[config.mk]
export PLATFORM = sky130hd
export DESIGN_NAME = muldiv_unit
export DESIGN_NICKNAME = d
export VERILOG_FILES = /design/src/rtl/muldiv_pkg.sv /design/src/rtl/muldiv_mul.sv /design/src/rtl/muldiv_div.sv /design/src/rtl/muldiv_rdmux.sv /design/src/rtl/muldiv_unit.sv
export SDC_FILE = /design/constraint.sdc
export NUM_CORES = 1
export LEC_CHECK = 0
export BUFFER_PORTS_ARGS = -buffer_cell sky130_fd_sc_hd__buf_4
export CAP_MARGIN = 30
export CORE_UTILIZATION = 58
export CTS_BUF_LIST = sky130_fd_sc_hd__clkbuf_8
export DETAILED_ROUTE_END_ITERATION = 6
export GPL_TIMING_DRIVEN = 0
export PLACE_DENSITY = 0.78
export REMOVE_ABC_BUFFERS = 1
export SLEW_MARGIN = 20
export SYNTH_ARGS = -nofsm -noshare
export SYNTH_HDL_FRONTEND = slang
export SYNTH_SLANG_ARGS = --single-unit
export TNS_END_PERCENT = 30
[constraint.sdc]
create_clock -name clk -period 4.19 [get_ports clk]
set_input_delay 0.2095 -clock clk [delete_from_list [all_inputs] [get_ports clk]]
set_output_delay 0.2095 -clock clk [all_outputs]
set_load 0.01 [all_outputs]
[src/rtl/muldiv_pkg.sv]
package muldiv_pkg;

    localparam int ADDR_W = 5;

    // Write offsets
    localparam logic [ADDR_W-1:0] OFS_MCAND  = 5'h02;
    localparam logic [ADDR_W-1:0] OFS_MPLR   = 5'h03;
    localparam logic [ADDR_W-1:0] OFS_DVD_LO = 5'h04;
    localparam logic [ADDR_W-1:0] OFS_DVD_HI = 5'h05;
    localparam logic [ADDR_W-1:0] OFS_DVSR   = 5'h06;
    // Read offsets
    localparam logic [ADDR_W-1:0] OFS_QUO_LO = 5'h14;
    localparam logic [ADDR_W-1:0] OFS_QUO_HI = 5'h15;
    localparam logic [ADDR_W-1:0] OFS_PR_LO  = 5'h16;
    localparam logic [ADDR_W-1:0] OFS_PR_HI  = 5'h17;

    typedef enum logic [1:0] {
        OP_NONE,
        OP_MUL,
        OP_DIV,
        OP_DIVZ
    } op_e;

    typedef struct packed {
        op_e  op;
        logic ld_mcand;
        logic ld_dvd_lo;
        logic ld_dvd_hi;
    } wr_dec_t;

    function automatic wr_dec_t decode_wr(
        input logic              en,
        input logic [ADDR_W-1:0] a,
        input logic              data_zero
    );
        wr_dec_t d;
        d = '0;
        d.op = OP_NONE;
        if (en) begin
            case (a)
                OFS_MCAND:  d.ld_mcand  = 1'b1;
                OFS_MPLR:   d.op        = OP_MUL;
                OFS_DVD_LO: d.ld_dvd_lo = 1'b1;
                OFS_DVD_HI: d.ld_dvd_hi = 1'b1;
                OFS_DVSR:   d.op        = data_zero ? OP_DIVZ : OP_DIV;
                default:    d.op        = OP_NONE;
            endcase
        end
        return d;
    endfunction

endpackage

[src/rtl/muldiv_mul.sv]
module muldiv_mul #(
    parameter int OP_W = 8
) (
    input  logic [OP_W-1:0]   mcand,
    input  logic [OP_W-1:0]   mplr,
    output logic [2*OP_W-1:0] prod
);
    localparam int RES_W = 2 * OP_W;

    logic [RES_W-1:0] pp [OP_W];

    // One shifted partial product per multiplier bit
    for (genvar i = 0; i < OP_W; i++) begin : g_pp
        assign pp[i] = mplr[i] ? (RES_W'(mcand) << i) : '0;
    end

    always_comb begin
        prod = '0;
        for (int i = 0; i < OP_W; i++) begin
            prod = prod + pp[i];
        end
    end

endmodule

[src/rtl/muldiv_div.sv]
module muldiv_div #(
    parameter int OP_W = 8
) (
    input  logic              clk,
    input  logic              rst,
    input  logic              start,
    input  logic              abort,
    input  logic [2*OP_W-1:0] dividend,
    input  logic [OP_W-1:0]   divisor,
    output logic              busy,
    output logic              fin,
    output logic [2*OP_W-1:0] quo,
    output logic [OP_W-1:0]   rem
);
    localparam int RES_W = 2 * OP_W;
    localparam int CNT_W = $clog2(RES_W + 1);

    logic             busy_q;
    logic [CNT_W-1:0] cnt_q;
    logic [OP_W-1:0]  rem_q;
    logic [RES_W-1:0] quo_q;
    logic [OP_W-1:0]  dvs_q;

    logic [OP_W:0]    part;
    logic             ge;
    logic [OP_W-1:0]  rem_nx;
    logic [RES_W-1:0] quo_nx;

    // One restoring step: shift in the next dividend bit, trial subtract
    always_comb begin
        part   = {rem_q, quo_q[RES_W-1]};
        ge     = part >= {1'b0, dvs_q};
        rem_nx = ge ? OP_W'(part - {1'b0, dvs_q}) : part[OP_W-1:0];
        quo_nx = {quo_q[RES_W-2:0], ge};
    end

    always_ff @(posedge clk) begin
        if (rst) begin
            busy_q <= 1'b0;
            cnt_q  <= '0;
            rem_q  <= '0;
            quo_q  <= '0;
            dvs_q  <= '0;
        end else if (start) begin
            busy_q <= 1'b1;
            cnt_q  <= CNT_W'(RES_W);
            rem_q  <= '0;
            quo_q  <= dividend;
            dvs_q  <= divisor;
        end else if (abort) begin
            busy_q <= 1'b0;
            cnt_q  <= '0;
        end else if (busy_q) begin
            rem_q <= rem_nx;
            quo_q <= quo_nx;
            cnt_q <= cnt_q - 1'b1;
            if (cnt_q == CNT_W'(1)) begin
                busy_q <= 1'b0;
            end
        end
    end

    assign busy = busy_q;
    assign fin  = busy_q && (cnt_q == CNT_W'(1)) && !start && !abort;
    assign quo  = quo_nx;
    assign rem  = rem_nx;

endmodule

[src/rtl/muldiv_rdmux.sv]
module muldiv_rdmux
    import muldiv_pkg::*;
#(
    parameter int OP_W = 8
) (
    input  logic [ADDR_W-1:0] addr,
    input  logic [2*OP_W-1:0] quo,
    input  logic [2*OP_W-1:0] pr,
    output logic [OP_W-1:0]   rd_data
);
    localparam int RES_W = 2 * OP_W;

    always_comb begin
        case (addr)
            OFS_QUO_LO: rd_data = quo[OP_W-1:0];
            OFS_QUO_HI: rd_data = quo[RES_W-1:OP_W];
            OFS_PR_LO:  rd_data = pr[OP_W-1:0];
            OFS_PR_HI:  rd_data = pr[RES_W-1:OP_W];
            default:    rd_data = '0;
        endcase
    end

endmodule

[src/rtl/muldiv_unit.sv]
module muldiv_unit
    import muldiv_pkg::*;
#(
    parameter int OP_W = 8
) (
    input  logic              clk,
    input  logic              rst,
    input  logic              wr_en,
    input  logic [ADDR_W-1:0] addr,
    input  logic [OP_W-1:0]   wr_data,
    output logic [OP_W-1:0]   rd_data,
    output logic              busy
);
    localparam int RES_W = 2 * OP_W;
    localparam logic [OP_W-1:0]  RST_MCAND = '1;
    localparam logic [RES_W-1:0] RST_DVD   = '1;
    localparam logic [RES_W-1:0] RST_PR    = RES_W'(RST_MCAND) * RES_W'(RST_MCAND);
    localparam logic [RES_W-1:0] RST_QUO   = RST_DVD / RES_W'(RST_MCAND);

    wr_dec_t          dec;
    logic [OP_W-1:0]  mcand_q;
    logic [RES_W-1:0] dvd_q;
    logic [RES_W-1:0] quo_q;
    logic [RES_W-1:0] pr_q;
    logic [RES_W-1:0] prod;
    logic             div_start;
    logic             div_abort;
    logic             div_fin;
    logic [RES_W-1:0] div_quo;
    logic [OP_W-1:0]  div_rem;

    assign dec       = decode_wr(wr_en, addr, wr_data == '0);
    assign div_start = (dec.op == OP_DIV);
    assign div_abort = (dec.op == OP_MUL) || (dec.op == OP_DIVZ);

    muldiv_mul #(.OP_W(OP_W)) mul_i (
        .mcand (mcand_q),
        .mplr  (wr_data),
        .prod  (prod)
    );

    muldiv_div #(.OP_W(OP_W)) div_i (
        .clk      (clk),
        .rst      (rst),
        .start    (div_start),
        .abort    (div_abort),
        .dividend (dvd_q),
        .divisor  (wr_data),
        .busy     (busy),
        .fin      (div_fin),
        .quo      (div_quo),
        .rem      (div_rem)
    );

    // Operand registers: only their own writes change them
    always_ff @(posedge clk) begin
        if (rst) begin
            mcand_q <= RST_MCAND;
            dvd_q   <= RST_DVD;
        end else begin
            if (dec.ld_mcand)  mcand_q             <= wr_data;
            if (dec.ld_dvd_lo) dvd_q[OP_W-1:0]     <= wr_data;
            if (dec.ld_dvd_hi) dvd_q[RES_W-1:OP_W] <= wr_data;
        end
    end

    // Result registers
    always_ff @(posedge clk) begin
        if (rst) begin
            quo_q <= RST_QUO;
            pr_q  <= RST_PR;
        end else if (dec.op == OP_MUL) begin
            pr_q <= prod;
        end else if (dec.op == OP_DIVZ) begin
            quo_q <= '1;
            pr_q  <= dvd_q;
        end else if (div_fin) begin
            quo_q <= div_quo;
            pr_q  <= RES_W'(div_rem);
        end
    end

    muldiv_rdmux #(.OP_W(OP_W)) rd_i (
        .addr    (addr),
        .quo     (quo_q),
        .pr      (pr_q),
        .rd_data (rd_data)
    );

endmodule

Word level (Yosys, flattened, before mapping)
Index checks and enable logic that the tools add are counted.
{"block": "totals", "output_inout_bits": 9, "register_bits": 94, "elab_cells": 84, "input_bits": 16}
{"block": "op_classes", "reduce_logical": 16, "n_eq_ne": 14, "magnitude_cmp": 1, "addsub": 9, "muxes": 31, "n_bitwise": 2}
{"op": "$mux 16", "n": 8}
{"op": "$add 16x16->16", "n": 2}
{"op": "$pmux 8 s4", "n": 1}
{"op": "$eq 5x5->1 const B", "n": 4}
{"op": "$mux 5", "n": 4}
{"op": "$add 16x10->16", "n": 1}
{"op": "$add 16x12->16", "n": 1}
{"op": "$add 16x13->16", "n": 1}
{"op": "$add 16x14->16", "n": 1}
{"op": "$add 16x15->16", "n": 1}
{"op": "$mux 8", "n": 2}
{"op": "$eq 5x3->1 const B", "n": 3}
{"op": "$mux 15", "n": 1}
{"op": "$mux 14", "n": 1}
{"op": "$mux 13", "n": 1}
{"op": "$mux 12", "n": 1}
{"op": "$mux 11", "n": 1}
{"op": "$eq 5x2->1 const B", "n": 2}
{"op": "$mux 10", "n": 1}
{"op": "$ge 9x8->1", "n": 1}
{"op": "$mux 9", "n": 1}
{"op": "$logic_not 8->1", "n": 1}
{"op": "$mux 1", "n": 8}
{"op": "$sub 8x8->8", "n": 1}
{"op": "other kinds (15)", "n": 24}

Logic depth before layout (Yosys ltp)
Gate-level depths: netlist of the first run.
{"block": "depth", "word_depth": 11, "ltp_mapped": 17, "depth_no_buf": 16}

By module
A second synthesis of the first run with hierarchy kept.
{"block": "hier_totals", "cells_unflattened": 785, "hier_area_um2": 6849.1}
{"mod": "muldiv_unit", "seq_area_each_um2": 1121.1, "cells_per_inst": 233, "instances": 1, "area_each_um2": 2344.7}
{"mod": "muldiv_div", "seq_area_each_um2": 760.7, "cells_per_inst": 298, "instances": 1, "area_each_um2": 2277.2}
{"mod": "muldiv_mul", "seq_area_each_um2": 0.0, "cells_per_inst": 225, "instances": 1, "area_each_um2": 1961.9}
{"mod": "muldiv_rdmux", "seq_area_each_um2": 0.0, "cells_per_inst": 29, "instances": 1, "area_each_um2": 265.3}

Worst setup path before layout of the first run
No wires, ideal clock.
{"block": "synth_timing", "path_type": "input to register", "from": "in wr_data[7]", "to": "reg pr_q[15]", "required_time_ns": 4.073, "cell_stages": 17, "setup_time_ns": 0.117, "path_buffers": 1, "arrival_ns": 3.997, "path_slack_ns": 0.076, "path_cell_list": "clkbuf_1 and2_1 fa_1 inv_1 fa_1 inv_1 fa_1 inv_1 fa_1 inv_1 ha_1 or2_2 a21oi_1 o21ai_0 a31oi_1 mux2i_1 nand2_1"}
{"block": "synth_via", "elab_chain_cells": 9, "word_cells_on_any_way": 17, "classes_between": "add/sub (1); eq/ne (3); mux (6); reduce/logical (7)"}
{"item": "from (decl)", "line": "muldiv_unit.sv:10", "source": "input logic [OP_W-1:0] wr_data,"}
{"item": "$logic_not 8->1", "line": "muldiv_unit.sv:32", "source": "assign dec = decode_wr(wr_en, addr, wr_data == '0);"}
{"item": "$mux 1", "line": "muldiv_pkg.sv:45", "source": "OFS_DVSR: d.op = data_zero ? OP_DIVZ : OP_DIV;"}
{"item": "$pmux 2 s2", "line": "muldiv_pkg.sv:40", "source": "case (a)"}
{"item": "$mux 5", "line": "muldiv_pkg.sv:39", "source": "if (en) begin"}
{"item": "$eq 2x2->1 (tied with other cells)", "line": "muldiv_unit.sv:33", "source": "assign div_start = (dec.op == OP_DIV);"}
{"item": "$logic_not 1->1 / $logic_or 1x1->1 (equally long branches)", "line": "muldiv_div.sv:64, muldiv_unit.sv:34"}
{"item": "$logic_and 1x1->1 / $logic_not 1->1 (equally long branches)", "line": "muldiv_div.sv:64", "source": "assign fin = busy_q && (cnt_q == CNT_W'(1)) && !start && !abort;"}
{"item": "$logic_and 1x1->1", "line": "muldiv_div.sv:64"}
{"item": "$reduce_bool 3->1 (no line)"}
{"item": "to (signal assigned)", "line": "muldiv_unit.sv:73", "source": "pr_q <= prod;"}
{"item": "to (signal assigned)", "line": "muldiv_unit.sv:76", "source": "pr_q <= dvd_q;"}
{"item": "to (signal assigned)", "line": "muldiv_unit.sv:79", "source": "pr_q <= RES_W'(div_rem);"}
{"item": "to (decl)", "line": "muldiv_unit.sv:24", "source": "logic [RES_W-1:0] pr_q;"}
Several ways; a longest one is shown, not always the timed one.
A chain may end at the register's enable or synchronous reset.

Worst setup path after layout of the first run
{"block": "layout_timing", "from": "reg mcand_q[6]", "to": "reg pr_q[14]"}
{"block": "layout_via", "elab_chain_cells": 9, "word_cells_on_any_way": 16, "classes_between": "add/sub (7); mux (9)"}
{"item": "from (decl)", "line": "muldiv_unit.sv:21", "source": "logic [OP_W-1:0] mcand_q;"}
{"item": "from (signal assigned)", "line": "muldiv_unit.sv:61", "source": "if (dec.ld_mcand) mcand_q <= wr_data;"}
{"item": "$mux 8 / $mux 9 (equally long branches)", "line": "muldiv_mul.sv:14", "source": "assign pp[i] = mplr[i] ? (RES_W'(mcand) << i) : '0;"}
{"item": "$add 16x16->16", "line": "muldiv_mul.sv:20", "source": "prod = prod + pp[i];"}
{"item": "$add 16x10->16", "line": "muldiv_mul.sv:20"}
{"item": "$add 16x16->16", "line": "muldiv_mul.sv:20"}
{"item": "$add 16x12->16", "line": "muldiv_mul.sv:20"}
{"item": "$add 16x13->16", "line": "muldiv_mul.sv:20"}
{"item": "$add 16x14->16", "line": "muldiv_mul.sv:20"}
{"item": "$add 16x15->16 *", "line": "muldiv_mul.sv:20"}
{"item": "$mux 16 *", "line": "muldiv_unit.sv:72", "source": "end else if (dec.op == OP_MUL) begin"}
Mark *: on every way between the ends. The rest lies on a longest branch, timed or not.

==> results.txt, run 1 <==
antenna-violating nets left: 0
Static Leakage: 0.00291 uW
Ys Warns: 0
height of the chip: 107 um
clock-pin slew reported for the worst setup and hold paths after clock tree synthesis: 90 ps
beginning of the critical path: mcand_q[6]$_SDFFE_PP1P_
number of antenna violations at the first check in global routing: 0
remaining design rule violation count: 0
crit path max fanout: 4
buffer levels on the longest clock path: 2
final-report setup violation count: 0
largest incremental delay on the critical path: 550 ps
cell count after synthesis: 751
flop and latch count out of synthesis: 94
pin count of the biggest net entering global routing: 52
Layout area overhead: 9.17%
total grt overflow: 0
Critical R2R Capture: pr_q[14]$_SDFFE_PP1P_
share of total power in combinational logic: 51.3%
filler instances: 905
tightest hold margin: 180 ps
type of origin of the critical path: register
final layout net count: 852
Tightest Hold Check Type: in2reg
headroom to the max-slew limit: 36.4%
final std cell area, no fill: 7050 um2
most common cell type on the critical path: sky130_fd_sc_hd__fa_1
wire length of the first global-routing pass: 26900 um
largest clock skew in the final design: 11.3 ps
Net Sw Frac: 37.9%
ys async rst share: 0%
CTS tree: yes
final core utilization: 65.0%
Seq/Total Area, Yosys: 29.2%
clock share of power: 19.7%
Skew-Pair Late Insertion Delay: 380 ps
upper clock frequency limit: 246 MHz
Sinks on Clock Net: 94
type of the worst setup path: reg2reg
clock period minus worst slack: 4060 ps
internal power: 1940 uW
Critical Path Sink: pr_q[14]$_SDFFE_PP1P_
beginning of the worst register-to-register path: mcand_q[6]$_SDFFE_PP1P_
run status: completed
number of cells traversed by the worst register-to-register path: 13
Final Hold Vio Count: 0
setup repair after global routing missed its margin: yes
total via count after detailed routing: 5616
root cell of the clock tree: sky130_fd_sc_hd__clkbuf_8
RD Place Congestion: 0.893
violation count after the first detailed-route iteration: 704
final worst-path cycle share: 96.9%
Starting Density: 59.5%
max-slew violation count: 0
combined area of all synthesized cells: 6450 um2
worst supply voltage drop on vdd: 0.357 mV
Most used DFF post-synth: sky130_fd_sc_hd__dfxtp_1
number of enable flip-flop cells after synthesis: 0
placement row count: 38
number of placed I/O pins: 25
average wire per cell in the routed design: 18.5 um
detail-routed via count per cell: 6.23
clock buffers created by TritonCTS: 9
reported net switching power: 1190 uW
overall routed net length: 16700 um
average size of a mapped cell: 8.59 um2
global-route total usage across every layer: 30.3%
Floorplan Core Area: 10800 um2
die area: 11600 um2
ratio of cells with drive above 1 in the final layout: 12.7%
cell taking the most area after synthesis: sky130_fd_sc_hd__dfxtp_1
distinct cell type count after synthesis: 67
number of antenna diodes: 0
number of iterations in the first detailed-routing pass: 5
Port Buffers: 24
measured slew at the worst slew-check pin: 952 ps
data arrival time of the worst path: 4360 ps
share of the synthesized area in the top cell type: 29.2%
via count of the first global-routing pass: 5326
H-Tree Level Count: 3
power density relative to cell area: 444 nW/um2
Die X-Extent: 107 um
Detailed Place HPWL: 12000 um
number of max-capacitance violations reported: 0
list of cells traversed by the critical path: and2_1 > fa_1 > fa_1 > fa_1 > inv_1 > fa_1 > inv_1 > ha_4 > o21ai_0 > nor2_2 > o21bai_4 > o41a_1 > o211ai_1
Post-Place Cell Area: 6630 um2
Critical Path End Type: register
leading post-synthesis cells by cell area: sky130_fd_sc_hd__dfxtp_1 29%, sky130_fd_sc_hd__fa_1 12%, sky130_fd_sc_hd__ha_1 7.9%
CP Data Required Time: 4500 ps
share of power burned in registers: 29.0%
standard cell with the maximum stage delay on the critical path: sky130_fd_sc_hd__fa_1
worst setup slack for register-to-register paths: 130 ps
worst min path at each step:
| stage | from | to | slack, ps | depth (start not counted) |
|---|---|---|---|---|
| 6_report | wr_data[5] | div_i.dvs_q[5]$_SDFFE_PP0P_ | 180 | 3 |
| 5_1_grt | wr_data[0] | div_i.dvs_q[0]$_SDFFE_PP0P_ | 180 | 3 |
| 4_1_cts | wr_data[0] | div_i.dvs_q[0]$_SDFFE_PP0P_ | 170 | 3 |
| 3_5_place_dp | div_i.dvs_q[3]$_SDFFE_PP0P_ | div_i.dvs_q[3]$_SDFFE_PP0P_ | 450 | 2 |
| 3_3_place_gp | div_i.dvs_q[4]$_SDFFE_PP0P_ | div_i.dvs_q[4]$_SDFFE_PP0P_ | 450 | 2 |
| 2_1_floorplan | rst | div_i.dvs_q[0]$_SDFFE_PP0P_ | 280 | 1 |
power groups by stage:
| stage | registers [uW] | logic (uW) | clock network, uW |
|---|---|---|---|
| 2_1_floorplan | 928 | 918 | 0 |
| 3_3_place_gp | 931 | 1140 | 0 |
| 3_5_place_dp | 932 | 1190 | 0 |
| 4_1_cts | 911 | 1220 | 628 |
| 5_1_grt | 909 | 1780 | 666 |
| 6_report | 908 | 1610 | 617 |
registers in the layout, summed over array words and instances (netlist names):
name,flops
div_i.busy,1
div_i.cnt_q,5
div_i.dvs_q,8
div_i.quo_q,16
div_i.rem_q,8
dvd_q,16
mcand_q,8
pr_q,16
quo_q,16
area by class of cell:
class	count	area (um2)	share of cell area [%]
Tap cell	140	175	2.49
Sequential cell	94	1910	27.0
Timing Repair Buffer	38	322	4.56
Clock buffer	9	124	1.76
Multi-Input combinational cell	563	4260	60.4
Clock inverter	7	73.8	1.05
Inverter	50	188	2.66
metrics by stage:
stage | power [uW] | cells | setup TNS (ps) | setup slack, ps
after floorplan | 1850 | 707 | 0 | 137
after global placement | 2070 | 871 | -145 | -99.4
after detailed placement | 2120 | 875 | -473 | -199
after CTS | 2760 | 891 | 0 | 2.87
after global routing | 3360 | 901 | -69.6 | -31.2
final | 3130 | 901 | 0 | 131
placed cells by master, fill, tap and decap left out, types with 23 or more instances in the layout:
| cell | netlist | final |
|---|---|---|
| sky130_fd_sc_hd__mux2i_1 | 23 | 23 |
| sky130_fd_sc_hd__inv_1 | 50 | 49 |
| sky130_fd_sc_hd__nand2_1 | 122 | 122 |
| sky130_fd_sc_hd__o21ai_0 | 30 | 28 |
| sky130_fd_sc_hd__fa_1 | 39 | 37 |
| sky130_fd_sc_hd__and2_1 | 45 | 43 |
| sky130_fd_sc_hd__nor2_1 | 56 | 55 |
| sky130_fd_sc_hd__a21oi_1 | 32 | 31 |
| sky130_fd_sc_hd__ha_1 | 41 | 37 |
| sky130_fd_sc_hd__dfxtp_1 | 94 | 87 |
| sky130_fd_sc_hd__buf_4 | 1 | 32 |
worst max-delay path: cells and delay by family, from the launching register on:
family	cells	cell delay (ps)
flip-flops	1	360
AO/OA/AOI/OAI	4	730
buffers and inverters	2	110
AND/OR/NAND/NOR	2	390
adder cells (fa/ha/maj)	5	2400
what timing repair did:
item,in CTS,in global routing
endpoints found under the setup margin,4,4
gates resized for setup,9,27
setup buffers,0,9
cloned,0,0
hold buffers,0,0
pin swaps,1,12
cells in the mapped netlist, drive strengths merged (4+ instances only):
cell type,count
a211oi,8
a21o,5
a21oi,32
a221o,9
a221oi,13
a22o,8
a311oi,15
and2,45
buf,20
clkbuf,24
dfxtp,94
fa,39
ha,41
inv,50
mux2i,23
nand2,124
nand2b,6
nand3,15
nor2,59
nor3,8
o21ai,32
o22ai,14
or2,6
or4,4
xnor2,9
xor2,4
metal layers:
layer	vias up	global-route usage (%)	wire length, um
met1	2735	41.7	7270
li1	2607	-	-
met4	0	10.5	403
met2	241	47.8	7910
met5	-	0	0
met3	33	5.33	1130
cells by family (layout without fill, tap and decap cells):
family          Yosys count  after routing  share of synthesized area (%)
compound gates          160            160                           17.3
flops                    94             94                           29.2
fa+ha+maj                80             80                           20.0
xor+xnor                 13             13                           1.76
mux                      25             25                           3.92
simple gates            285            285                           21.4
buf+inv                  94            104                           6.46
Note: power is estimated with default switching activity, not from simulation.
==> inputs of run 2 (changes only) <==
--- a/config.mk
+++ b/config.mk
@@ -5,8 +5,9 @@
 export SDC_FILE = /design/constraint.sdc
 export NUM_CORES = 1
 export LEC_CHECK = 0
-export BUFFER_PORTS_ARGS = -buffer_cell sky130_fd_sc_hd__buf_4
+export BUFFER_PORTS_ARGS = -buffer_cell sky130_fd_sc_hd__buf_2
 export CAP_MARGIN = 30
+export CORE_MARGIN = 2
 export CORE_UTILIZATION = 58
 export CTS_BUF_LIST = sky130_fd_sc_hd__clkbuf_8
 export DETAILED_ROUTE_END_ITERATION = 6
==> run 2 against run 1 <==
  * Sequential share of layout area increased by 0.12 points
  * Register-to-register slack worse by 60 ps
  * Total power rose by 2.0%
  * Via count shrank 1.5%
  * Largest cell class unchanged
  * Highest routed layer unchanged
==> results.txt, run 2 (synthesized netlist as in run 1, its figures left out) <==
run status: completed
clock period minus worst slack: 4120 ps (+62.1 ps)
CTS tree: yes
upper clock frequency limit: 243 MHz (-1.5%)
number of max-capacitance violations reported: 0 (unchanged)
beginning of the critical path: mcand_q[2]$_SDFFE_PP1P_
number of buffers and inverters on the critical path: 3 (+1)
die area: 12000 um2 (+3.8%)
reported net switching power: 1220 uW (+2.4%)
pin count of the biggest net entering global routing: 52 (unchanged)
multi-input combinational cell area: 4260 um2 (about the same)
worst hold stages: 3 (unchanged)
final total power: 3190 uW (+2.0%)
Net Sw Frac: 38.1% (+0.14 points)
type of the worst setup path: reg2reg
Static Leakage: 0.00291 uW (+0.19%)
Critical R2R Capture: pr_q[15]$_SDFFE_PP1P_
share of total power in combinational logic: 49.1% (-2.2 points)
total via count after detailed routing: 5534 (-1.5%)
Critical Path End Type: register
final-report setup violation count: 0 (unchanged)
Layout area overhead: 8.74%
share of power burned in registers: 28.4% (-0.6 points)
list of cells traversed by the critical path: buf_4 > and2_1 > fa_1 > inv_1 > fa_1 > inv_1 > fa_1 > ha_1 > ha_2 > fa_2 > a21o_1 > a21oi_4 > o21ai_2 > a31oi_2 > mux2i_1 > nand2_1
wire length of the first global-routing pass: 27100 um (+0.54%)
final core utilization: 64.7% (-0.25 points)
most frequent cells in the layout: 122 x sky130_fd_sc_hd__nand2_1, 86 x sky130_fd_sc_hd__dfxtp_1, 55 x sky130_fd_sc_hd__nor2_1
measured slew at the worst slew-check pin: 1080 ps (+129 ps)
buffer levels on the longest clock path: 2 (unchanged)
final layout net count: 851 (-0.12%)
most common cell type on the critical path: sky130_fd_sc_hd__fa_1
number of placed I/O pins: 25 (unchanged)
via count of the first global-routing pass: 5461 (+2.5%)
Sinks on Clock Net: 94 (unchanged)
largest incremental delay on the critical path: 490 ps (-60 ps)
Starting Density: 59.5% (unchanged)
headroom to the max-slew limit: 27.8% (-8.6 points)
Die X-Extent: 109 um (+1.9%)
worst setup slack for register-to-register paths: 70 ps (-60 ps)
crit path max fanout: 6 (+2)
setup repair after global routing missed its margin: yes
antenna-violating nets left: 0 (unchanged)
number of iterations in the first detailed-routing pass: 5 (unchanged)
beginning of the worst register-to-register path: mcand_q[2]$_SDFFE_PP1P_
CP Data Required Time: 4480 ps (-20 ps)
final worst-path cycle share: 98.4% (+1.5 points)
Largest delay share family, worst path: adder cells
root cell of the clock tree: sky130_fd_sc_hd__clkbuf_8
Floorplan Core Area: 10800 um2 (unchanged)
total grt overflow: 0 (unchanged)
type of origin of the critical path: register
ratio of cells with drive above 1 in the final layout: 12.8% (+0.017 points)
number of cells traversed by the worst register-to-register path: 16 (+3)
Detailed Place HPWL: 11900 um (-0.86%)
remaining design rule violation count: 0 (unchanged)
clock share of power: 22.5% (+2.8 points)
detail-routed via count per cell: 6.15 (-1.4%)
Port Buffers: 24 (unchanged)
height of the chip: 109 um (+1.9%)
largest clock skew in the final design: 15.9 ps (+4.60 ps)
number of antenna diodes: 0 (unchanged)
register area: 1910 um2 (about the same)
HP Start: wr_data[6]
clock-pin slew reported for the worst setup and hold paths after clock tree synthesis: 110 ps (+20 ps)
RD Place Congestion: 0.910 (+1.9%)
Skew-Pair Late Insertion Delay: 390 ps (about the same)
violation count after the first detailed-route iteration: 525 (-25%)
H-Tree Level Count: 3 (unchanged)
global-route total usage across every layer: 29.2% (-1.0 points)
power density relative to cell area: 455 nW/um2 (+2.4%)
overall routed net length: 17000 um (+1.8%)
number of antenna violations at the first check in global routing: 0 (unchanged)
Tightest Hold Check Type: in2reg
Min-Delay Endpoint: mcand_q[6]$_SDFFE_PP1P_
internal power: 1980 uW (+1.8%)
tightest hold margin: 238 ps (+58.0 ps)
clock buffers created by TritonCTS: 9 (unchanged)
average wire per cell in the routed design: 18.9 um (+1.9%)
standard cell with the maximum stage delay on the critical path: sky130_fd_sc_hd__fa_1
worst supply voltage drop on vdd: 0.319 mV (-11%)
filler instances: 873 (-3.5%)
most common cell after layout, fill and taps aside: sky130_fd_sc_hd__nand2_1
max-slew violation count: 0 (unchanged)
Final Hold Vio Count: 0 (unchanged)
placement row count: 38 (unchanged)
data arrival time of the worst path: 4410 ps (+50 ps)
run 2: per-layer routing:
metal  GRT usage, %  up-vias  wire (um)
li1               -     2616          -
met1           38.9     2668       7340
met2           48.5      222       8100
met3           4.98       28       1190
met4           9.58        0        376
met5              0        -          0
run 2: layout make-up:
type                    count  share of cell area, %
clock inverters             7                   1.62
multi-input cells         563                   60.7
clock buffers               9                   1.77
flip-flops and latches     94                   27.2
well taps                 140                   2.50
repair buffers             37                   3.57
inverters                  50                   2.67
run 2: worst max-delay path by stage:
stage / endpoint / slack, ps / cells past startpoint
6_report: pr_q[15]$_SDFFE_PP1P_ / 70 / 16
5_1_grt: pr_q[15]$_SDFFE_PP1P_ / -70 / 16
4_1_cts: pr_q[15]$_SDFFE_PP1P_ / -7 / 16
3_5_place_dp: pr_q[15]$_SDFFE_PP1P_ / -250 / 17
3_3_place_gp: pr_q[15]$_SDFFE_PP1P_ / -160 / 17
2_1_floorplan: pr_q[15]$_SDFFE_PP1P_ / 140 / 16
run 2: worst register-to-register path: cells and delay by family, from the launching register on:
kind / cells / cell delay [ps]
DFF: 1 / 380
AOI/OAI and AO/OA: 4 / 710
and+or+nand+nor: 2 / 220
muxes: 1 / 200
buffers and inverters: 3 / 310
adders and majority gates: 6 / 2230
run 2: timing repair:
action | 4_1_cts | 5_1_grt
gates cloned | 0 | 0
endpoints found under the setup margin | 4 | 6
hold buffers | 0 | 0
setup buffers | 2 | 7
pin swaps | 1 | 12
resized for setup | 9 | 28
run 2: per-stage QoR:
stage / TNS [ps] / std cells / worst slack, ps / instance area (um2)
floorplan: 0 / 707 / 137 / 6220
global placement: -317 / 871 / -163 / 6520
detailed placement: -707 / 874 / -249 / 6560
CTS: -7.30 / 892 / -7.30 / 6830
global route: -68.8 / 900 / -68.8 / 7020
finish: 0 / 900 / 68.7 / 7020
run 2: power groups by stage:
stage | clock (uW) | combinational [uW] | sequential (uW)
after floorplan | 0 | 918 | 928
after global placement | 0 | 1130 | 931
after detailed placement | 0 | 1180 | 932
after CTS | 722 | 1240 | 911
after global routing | 755 | 1730 | 909
final | 718 | 1570 | 908
